===== config.mk =====
export PLATFORM = sky130hd
export DESIGN_NAME = dma_engine
export DESIGN_NICKNAME = d
export VERILOG_FILES = /design/src/rtl/dma_pkg.sv /design/src/rtl/dma_cfg.sv /design/src/rtl/dma_xfer.sv /design/src/rtl/dma_engine.sv
export SDC_FILE = /design/constraint.sdc
export NUM_CORES = 1
export LEC_CHECK = 0
export ABC_AREA = 1
export CORE_MARGIN = 3
export CORE_UTILIZATION = 25
export DETAILED_ROUTE_END_ITERATION = 8
export GPL_TIMING_DRIVEN = 0
export SLEW_MARGIN = 15
export SYNTH_ARGS = -nofsm -noshare
export SYNTH_HDL_FRONTEND = slang
export SYNTH_SLANG_ARGS = --single-unit

===== constraint.sdc =====
create_clock -name clk_i -period 1.6 [get_ports clk_i]
set_input_delay 0.16 -clock clk_i [delete_from_list [all_inputs] [get_ports clk_i]]
set_output_delay 0.16 -clock clk_i [all_outputs]
set_load 0.02 [all_outputs]

===== src/rtl/dma_pkg.sv =====
package dma_pkg;
    typedef enum logic [1:0] {
        PH_IDLE = 2'd0,
        PH_RD   = 2'd1,
        PH_WR   = 2'd2,
        PH_GAP  = 2'd3
    } phase_e;

    localparam logic [2:0] OFS_SRC  = 3'd0;
    localparam logic [2:0] OFS_DST  = 3'd1;
    localparam logic [2:0] OFS_LEN  = 3'd2;
    localparam logic [2:0] OFS_BLK  = 3'd3;
    localparam logic [2:0] OFS_CTRL = 3'd4;

    localparam int CTRL_START = 0;
    localparam int CTRL_BURST = 1;
    localparam int CTRL_CLEAR = 2;
endpackage


===== src/rtl/dma_cfg.sv =====
module dma_cfg
    import dma_pkg::*;
#(
    parameter int AW = 16,
    parameter int LW = 16,
    parameter int DW = 32
) (
    input  logic          clk_i,
    input  logic          rst_ni,
    input  logic          cfg_wr_i,
    input  logic [2:0]    cfg_addr_i,
    input  logic [DW-1:0] cfg_wdata_i,
    input  logic          busy_i,
    input  logic          fin_i,
    output logic [AW-1:0] src_o,
    output logic [AW-1:0] dst_o,
    output logic [LW-1:0] len_o,
    output logic [LW-1:0] blk_o,
    output logic          burst_o,
    output logic          start_o,
    output logic          done_o
);
    typedef struct packed {
        logic [AW-1:0] src;
        logic [AW-1:0] dst;
        logic [LW-1:0] len;
        logic [LW-1:0] blk;
        logic          burst;
        logic          done;
    } cfg_t;

    cfg_t c_d, c_q;
    logic ctrl_wr;

    always_comb begin
        c_d     = c_q;
        ctrl_wr = cfg_wr_i && (cfg_addr_i == OFS_CTRL);
        start_o = ctrl_wr && cfg_wdata_i[CTRL_START] && !busy_i;
        if (cfg_wr_i) begin
            unique case (cfg_addr_i)
                OFS_SRC: c_d.src = cfg_wdata_i[AW-1:0];
                OFS_DST: c_d.dst = cfg_wdata_i[AW-1:0];
                OFS_LEN: c_d.len = cfg_wdata_i[LW-1:0];
                OFS_BLK: c_d.blk = cfg_wdata_i[LW-1:0];
                default: ;
            endcase
        end
        if (start_o) begin
            c_d.burst = cfg_wdata_i[CTRL_BURST];
        end
        if (ctrl_wr && (cfg_wdata_i[CTRL_CLEAR] || start_o)) begin
            c_d.done = 1'b0;
        end
        if (fin_i) begin
            c_d.done = 1'b1;
        end
    end

    always_ff @(posedge clk_i or negedge rst_ni) begin
        if (!rst_ni) c_q <= '0;
        else         c_q <= c_d;
    end

    assign src_o   = c_q.src;
    assign dst_o   = c_q.dst;
    assign len_o   = c_q.len;
    assign blk_o   = c_q.blk;
    assign burst_o = cfg_wdata_i[CTRL_BURST];
    assign done_o  = c_q.done;
endmodule


===== src/rtl/dma_xfer.sv =====
module dma_xfer
    import dma_pkg::*;
#(
    parameter int AW = 16,
    parameter int LW = 16,
    parameter int DW = 32
) (
    input  logic          clk_i,
    input  logic          rst_ni,
    input  logic          start_i,
    input  logic          burst_i,
    input  logic [AW-1:0] src_i,
    input  logic [AW-1:0] dst_i,
    input  logic [LW-1:0] len_i,
    input  logic [LW-1:0] blk_i,
    input  logic          bus_gnt_i,
    input  logic          cpu_busy_i,
    input  logic [DW-1:0] bus_rdata_i,
    output logic          busy_o,
    output logic          fin_o,
    output logic          mode_burst_o,
    output logic          bus_req_o,
    output logic          bus_rd_o,
    output logic          bus_wr_o,
    output logic [AW-1:0] bus_addr_o,
    output logic [DW-1:0] bus_wdata_o
);
    localparam logic [LW-1:0] ONE = LW'(1);

    typedef struct packed {
        phase_e        phase;
        logic          burst;
        logic [AW-1:0] src;
        logic [AW-1:0] dst;
        logic [LW-1:0] remain;
        logic [LW-1:0] blk_left;
        logic [LW-1:0] blk_len;
        logic [DW-1:0] data;
        logic          fin;
    } xfer_t;

    xfer_t s_d, s_q;
    logic  slot_ok;
    logic [LW-1:0] blk_eff;

    always_comb begin
        s_d     = s_q;
        s_d.fin = 1'b0;
        blk_eff = (blk_i == '0) ? ONE : blk_i;
        slot_ok = bus_gnt_i && (s_q.burst || !cpu_busy_i);

        unique case (s_q.phase)
            PH_IDLE: begin
                if (start_i) begin
                    if (len_i == '0) begin
                        s_d.fin = 1'b1;
                    end else begin
                        s_d.phase    = PH_RD;
                        s_d.burst    = burst_i;
                        s_d.src      = src_i;
                        s_d.dst      = dst_i;
                        s_d.remain   = len_i;
                        s_d.blk_len  = blk_eff;
                        s_d.blk_left = blk_eff;
                    end
                end
            end
            PH_RD: begin
                if (slot_ok) begin
                    s_d.data  = bus_rdata_i;
                    s_d.phase = PH_WR;
                end
            end
            PH_WR: begin
                if (slot_ok) begin
                    s_d.src      = s_q.src + AW'(1);
                    s_d.dst      = s_q.dst + AW'(1);
                    s_d.remain   = s_q.remain - ONE;
                    s_d.blk_left = s_q.blk_left - ONE;
                    if (s_q.remain == ONE) begin
                        s_d.phase = PH_IDLE;
                        s_d.fin   = 1'b1;
                    end else if (s_q.burst && s_q.blk_left == ONE) begin
                        s_d.phase    = PH_GAP;
                        s_d.blk_left = s_q.blk_len;
                    end else begin
                        s_d.phase = PH_RD;
                    end
                end
            end
            PH_GAP: s_d.phase = PH_RD;
            default: s_d.phase = PH_IDLE;
        endcase
    end

    always_ff @(posedge clk_i or negedge rst_ni) begin
        if (!rst_ni) s_q <= '{phase: PH_IDLE, default: '0};
        else         s_q <= s_d;
    end

    assign busy_o       = (s_q.phase != PH_IDLE);
    assign fin_o        = s_q.fin;
    assign mode_burst_o = s_q.burst;
    assign bus_req_o    = (s_q.phase == PH_RD) || (s_q.phase == PH_WR);
    assign bus_rd_o     = (s_q.phase == PH_RD) && slot_ok;
    assign bus_wr_o     = (s_q.phase == PH_WR) && slot_ok;
    assign bus_addr_o   = (s_q.phase == PH_WR) ? s_q.dst : s_q.src;
    assign bus_wdata_o  = s_q.data;
endmodule


===== src/rtl/dma_engine.sv =====
module dma_engine
    import dma_pkg::*;
#(
    parameter int AW = 16,
    parameter int LW = 16,
    parameter int DW = 32
) (
    input  logic          clk_i,
    input  logic          rst_ni,
    input  logic          cfg_wr_i,
    input  logic [2:0]    cfg_addr_i,
    input  logic [DW-1:0] cfg_wdata_i,
    output logic          done_o,
    output logic          bus_req_o,
    input  logic          bus_gnt_i,
    input  logic          cpu_busy_i,
    output logic [AW-1:0] bus_addr_o,
    output logic          bus_rd_o,
    output logic          bus_wr_o,
    output logic [DW-1:0] bus_wdata_o,
    input  logic [DW-1:0] bus_rdata_i
);
    logic [AW-1:0] src, dst;
    logic [LW-1:0] len, blk;
    logic          burst_sel, start, busy, fin, mode_burst;

    dma_cfg #(.AW(AW), .LW(LW), .DW(DW)) i_cfg (
        .clk_i      (clk_i),
        .rst_ni     (rst_ni),
        .cfg_wr_i   (cfg_wr_i),
        .cfg_addr_i (cfg_addr_i),
        .cfg_wdata_i(cfg_wdata_i),
        .busy_i     (busy),
        .fin_i      (fin),
        .src_o      (src),
        .dst_o      (dst),
        .len_o      (len),
        .blk_o      (blk),
        .burst_o    (burst_sel),
        .start_o    (start),
        .done_o     (done_o)
    );

    dma_xfer #(.AW(AW), .LW(LW), .DW(DW)) i_xfer (
        .clk_i       (clk_i),
        .rst_ni      (rst_ni),
        .start_i     (start),
        .burst_i     (burst_sel),
        .src_i       (src),
        .dst_i       (dst),
        .len_i       (len),
        .blk_i       (blk),
        .bus_gnt_i   (bus_gnt_i),
        .cpu_busy_i  (cpu_busy_i),
        .bus_rdata_i (bus_rdata_i),
        .busy_o      (busy),
        .fin_o       (fin),
        .mode_burst_o(mode_burst),
        .bus_req_o   (bus_req_o),
        .bus_rd_o    (bus_rd_o),
        .bus_wr_o    (bus_wr_o),
        .bus_addr_o  (bus_addr_o),
        .bus_wdata_o (bus_wdata_o)
    );
endmodule


# --- After elaboration in Yosys (flattened, before gate mapping) ---
# Cells that the tools add are included.
word_totals:
  reg_bits: 181
  latch_bits: 0
  ram_bits: 0
  romBits: 0
  inputBits: 72
  out_inout_bits: 52
  elab_cells: 80
  mem_count: 0
op_classes:
  add_sub_neg: 4
  multipliers: 0
  div: 0
  magnitude_cmp: 0
  eq_ne: 13
  n_shift: 0
  mux: 20
  n_bitwise: 1
  n_reduce_logical: 28
op_table:
  columns: ["cell", "count"]
  rows:
  - ["two-way mux 83 bit", 2]
  - ["one-hot mux 64 bit (2 select lines)", 1]
  - ["two-way mux 16 bit", 4]
  - ["two-way mux 64 bit", 1]
  - ["adder 16 x 1 -> 16 bit, second input constant", 2]
  - ["equality test 16 x 1 -> 1 bit, second input constant", 2]
  - ["logical NOT 16 bit", 2]
  - ["subtractor 16 x 1 -> 16 bit, second input constant", 2]
  - ["AND reduction 2 bit", 5]
  - ["logical AND 1 bit", 8]
  - ["two-way mux 2 bit", 4]
  - ["one-hot mux 2 bit (4 select lines)", 1]
  - ["AND reduction 4 bit", 2]
  - ["equality test 3 x 2 -> 1 bit, second input constant", 2]
  - ["two-way mux 1 bit", 6]
  - ["nonzero test 2 bit", 3]
  - ["equality test 2 bit, second input constant", 2]
  - ["inequality test 2 x 1 -> 1 bit, second input constant", 2]
  - ["inequality test 2 bit, second input constant", 2]
  - ["equality test 3 x 1 -> 1 bit, second input constant", 1]
  - ["equality test 3 bit, second input constant", 1]
  - ["logical NOT 3 bit", 1]
  - ["logical OR 1 bit", 3]
  - ["AND reduction 3 bit", 1]
  - ["5 further kinds", 6]

# --- Logic depth before layout (Yosys ltp) ---
depth:
  depth_word: 8
  ltp_mapped: 12
  depth_no_buf: 12

# --- By module ---
# A second synthesis with hierarchy kept.
unflattened:
  hier_cells: 1293
  area_unflattened_um2: 10246.1
by_module_without_submodules:
  columns: ["mod", "instances", "cells_per_inst", "area_each_um2", "seq_area_each_um2"]
  rows:
  - ["dma_xfer", 1, 1012, 7404.6, 2902.8]
  - ["dma_cfg", 1, 281, 2841.5, 1626.6]

# --- Least setup slack after synthesis ---
# No wires, ideal clock.
synth_timing:
  path_kind: "register to output"
  startpoint: "register i_xfer.s_q[114] (netlist bit)"
  endpoint: "output bus_addr_o[10]"
  arrival_time_ns: 1.652
  t_required_ns: 1.440
  setup_slack_ns: -0.212
  stages_incl_launch_ff: 8
  cell_sequence: "dfrtp_1 > inv_1 > ha_1 > buf_2 > buf_1 > clkbuf_1 > nand2_1 > o21ai_0"
synth_via:
  elab_chain_len: 2
synth_rtl:
  columns: ["item", "line_no", "text"]
  rows:
  - ["start: declaration", "dma_xfer.sv:42", "xfer_t s_d, s_q;"]
  - ["start signal: assignment", "dma_xfer.sv:97", "if (!rst_ni) s_q <= '{phase: PH_IDLE, default: '0};"]
  - ["start signal: assignment", "dma_xfer.sv:98", "else s_q <= s_d;"]
  - ["equality test 2 bit", "dma_xfer.sv:107", "assign bus_addr_o = (s_q.phase == PH_WR) ? s_q.dst : s_q.src;"]
  - ["two-way mux 16 bit", "dma_xfer.sv:107", null]
  - ["end: declaration", "dma_engine.sv:17", "output logic [AW-1:0] bus_addr_o,"]
# Every way passes these cells.

# --- Worst setup path in the final report ---
layout_timing:
  startpoint: "register i_xfer.s_q[115] (netlist bit)"
  endpoint: "output bus_addr_o[14]"
# Same word-level chain as after synthesis.

==> results_dict.tcl <==
set metrics [dict create \
    die-area_mm2 0.0419 \
    status "finished, violations left" \
    ctsHtreeMaxLevel 4 \
    root_buffer "clkbuf_16" \
    grt_first_pass_wirelength_um 50900 \
    slew_violations 0 \
    cts_tree "built" \
    postRouteAntennaNets 0 \
    swShare_pct 40.9 \
    worstPathRequired_ps 1440 \
    synth_edf_count 0 \
    finalCritPeriodShare_pct 120 \
    layout.cells.non_filler 1993 \
    clk_path_buf_depth 2 \
    row_count 72 \
    viasPerCell 4.63 \
    use_met3_pct 2.30 \
    place_ws_ps -920 \
    synth_ff_type "dfrtp_1" \
    antenna_found_initial 0 \
    ys_types 40 \
    wl_um 33000 \
    synth-async-reset-ratio_pct 100 \
    chipHeight_um 205 \
    path_max_fanout 6 \
    io_pins 124 \
    cp-end-kind "primary output" \
    synth_area_per_cell_um2 7.81 \
    criticalPathCategory "reg2out" \
    start_util_pct 25.4 \
    syn2layout_area_growth_pct 42.3 \
    synth_cells 1263 \
    fin_crit_ps 1920 \
    hp-class "in2async" \
    clk_pin_slew_ps 70 \
    die_w_um 205 \
    p_per_area_mw_per_mm2 1710 \
    met1_usage_pct 20.8 \
    cp.arrival_ps 1760 \
    syn_area_mm2 0.00987 \
    timing.final.ws_setup_ps -321 \
    grt-busiest-layer "met2" \
    grt_max_degree 96 \
    hold_ws_ps 319 \
    grt_use_met2_pct 24.9 \
    wire_per_inst_um 16.6 \
    p_comb_share_pct 52.1 \
    irDropWorstVdd_mv 0.743 \
    power_switching_mw 9.83 \
    final_cell_area_mm2 0.0140 \
    fmax_mhz 521 \
    syn_nets 1345 \
    gr-total-overflow 0 \
    worstMarginPinSlew_ps 772 \
    grtUsageTotal_pct 15.4 \
    worstSetupStartpointType "register" \
    place_inst 1889 \
    violations "negative setup slack" \
    p_int_mw 14.2 \
    synth-seq-cells 181 \
    routabilityCongestion 0.914 \
    drt-pass1-iter-count 5 \
    synth.yosys.warnings 0 \
    clock_skew_ps 13.1 \
    clock_latency_ps 450 \
    core_area_mm2 0.0388 \
    num_antenna_cells 0 \
    place_area_mm2 0.0117 \
    numPortBuffers 107 \
    drc 0 \
    place_hpwl_um 23000 \
    final_hold_viol_count 0 \
    layout-drive-gt1-share_pct 26.8 \
    clkSinkCount 181 \
    setup_viol 130 \
    maxCapViolCount 0 \
    drt_iter0_markers 665 \
    num-nets-final 1544 \
    clockPowerShare_pct 17.9 \
    ys_seq_area_share_pct 45.9 \
    vias 9218 \
    max_slew_margin_pct 48.5 \
    seq_power_share_pct 29.9 \
    power_leakage_nw 6.57 \
    cts_buffers 17 \
    grt_pass1_vias 9035 \
    grt_setup_unrepaired "yes" \
]
==> final timing paths <==
path	start	endpoint	slack [ps]	depth (start not counted)
min	rst_ni	i_cfg.dst_o[4]	320	2
max reg2reg	i_xfer.s_q[114]	i_xfer.s_q[103]	-290	11
max in group asynchronous	rst_ni	i_xfer.s_q[115]	310	3
min reg2reg	i_xfer.fin_o	i_cfg.done_o	440	1
max	i_xfer.s_q[115]	bus_addr_o[14]	-320	5
min in group clk_i	bus_rdata_i[15]	i_xfer.bus_wdata_o[15]	330	2
==> routing by layer <==
metal,vias to the layer above,part of all wire (%)
li1,4438,-
met1,4395,44
met2,317,47
met3,68,5.3
met4,0,3.1
met5,-,0
==> cell families (layout without fill, tap and decap cells) <==
| family | Yosys count | in the layout | share of synthesized area, % |
|---|---|---|---|
| compound gates | 230 | 230 | 12.3 |
| buf+inv | 212 | 423 | 10.1 |
| fa+ha+maj | 10 | 10 | 1.27 |
| xor+xnor | 21 | 21 | 1.86 |
| flops | 181 | 181 | 45.9 |
| simple gates | 577 | 578 | 24.9 |
| mux | 32 | 32 | 3.65 |
==> area by class of cell <==
cell class,instances,area (um2)
timing repair buffer,182,1970
sequential,181,4540
tap,518,648
clock buffer,18,429
buffer,80,790
clock inverter,14,164
fill,3901,24800
multi-input combinational,871,4990
inverter,129,519
==> synth_stat cells, types with 2 or more instances <==
cell / instances / area [um2]
o21a_1: 2 / 15.0
nand4_1: 7 / 43.8
o21ai_0: 121 / 606
o31ai_1: 3 / 22.5
dfrtp_1: 181 / 4530
clkbuf_1: 19 / 71.3
xnor2_1: 7 / 61.3
nand2_1: 355 / 1330
buf_2: 17 / 85.1
nor2_1: 104 / 390
nor2_4: 2 / 22.5
buf_6: 5 / 56.3
nand3_2: 3 / 30.0
nor3_1: 6 / 30.0
buf_1: 4 / 15.0
xor2_1: 14 / 123
nor2_2: 6 / 37.5
nand2_2: 3 / 18.8
inv_2: 5 / 18.8
o21ai_1: 46 / 230
buf_4: 38 / 285
a21oi_1: 38 / 190
a21boi_1: 14 / 105
inv_1: 123 / 462
nand3_4: 2 / 35.0
or2_0: 2 / 12.5
nand3_1: 69 / 345
nand3b_1: 14 / 105
mux2_2: 32 / 360
o22ai_1: 2 / 12.5
ha_1: 10 / 125
==> power by group through the flow <==
stage	sequential (mW)	clock, mW	combinational [mW]
final	7.20	4.31	12.5
after global routing	7.39	4.57	13.6
after CTS	7.07	4.37	11.4
after detailed placement	7.14	0	9.55
after global placement	7.10	0	9.43
after floorplan	6.79	0	6.56
==> worst max-delay path, cell delays in order, from the launching register on <==
cell and delay [ps]:
dfrtp_2 440, ha_4 230, buf_8 150, clkbuf_16 160
o21ai_4 180, buf_6 140
==> flip-flops by register name (all words and copies together), names as in the netlist <==
| register | cells |
|---|---|
| i_cfg.done_o | 1 |
| i_xfer.fin_o | 1 |
| i_xfer.s_q | 82 |
| i_cfg.src_o | 16 |
| i_cfg.blk_o | 16 |
| i_cfg.dst_o | 16 |
| i_xfer.bus_wdata_o | 32 |
| i_xfer.mode_burst_o | 1 |
| i_cfg.len_o | 16 |
==> metrics by stage <==
step                      util, %  TNS [ps]  power [mW]
after floorplan                 -         0        13.3
after global placement       29.9  -1421810        16.5
after detailed placement     30.0    -59890        16.7
after CTS                    33.9    -25820        22.8
after global routing         36.2    -35080        25.5
final                        36.2    -26290        24.0
==> what timing repair did <==
action,CTS,global route
endpoints found under the setup margin,163,132
pin swaps,13,24
hold buffers,1,0
setup buffers,28,33
cloned,9,6
gates resized for setup,295,150
hold endpoints to repair,94,0
==> cells in the final DEF, fill, tap and decap left out, types with 6 or more instances in the layout <==
cell type,Yosys,routed
nor2_2,6,14
dfrtp_1,181,176
inv_8,0,7
nor3_1,6,6
a21oi_2,0,9
buf_12,0,12
nand3b_1,14,14
mux2_2,32,13
nor2_4,2,9
inv_1,123,118
o21ai_4,0,8
xor2_1,14,14
xnor2_1,7,7
buf_8,0,15
buf_4,38,110
nand2_4,1,16
clkdlybuf4s50_1,0,54
nor2_1,104,89
o21ai_1,46,45
nand3_1,69,68
buf_6,5,32
o21ai_2,1,20
a21boi_1,14,14
clkbuf_1,19,13
a21oi_1,38,29
o21ai_0,121,95
mux2_4,0,19
nand2_1,355,315
clkbuf_16,0,28
nand2_2,3,27
nand4_1,7,7
No activity file was read; power rests on OpenSTA's default activity.
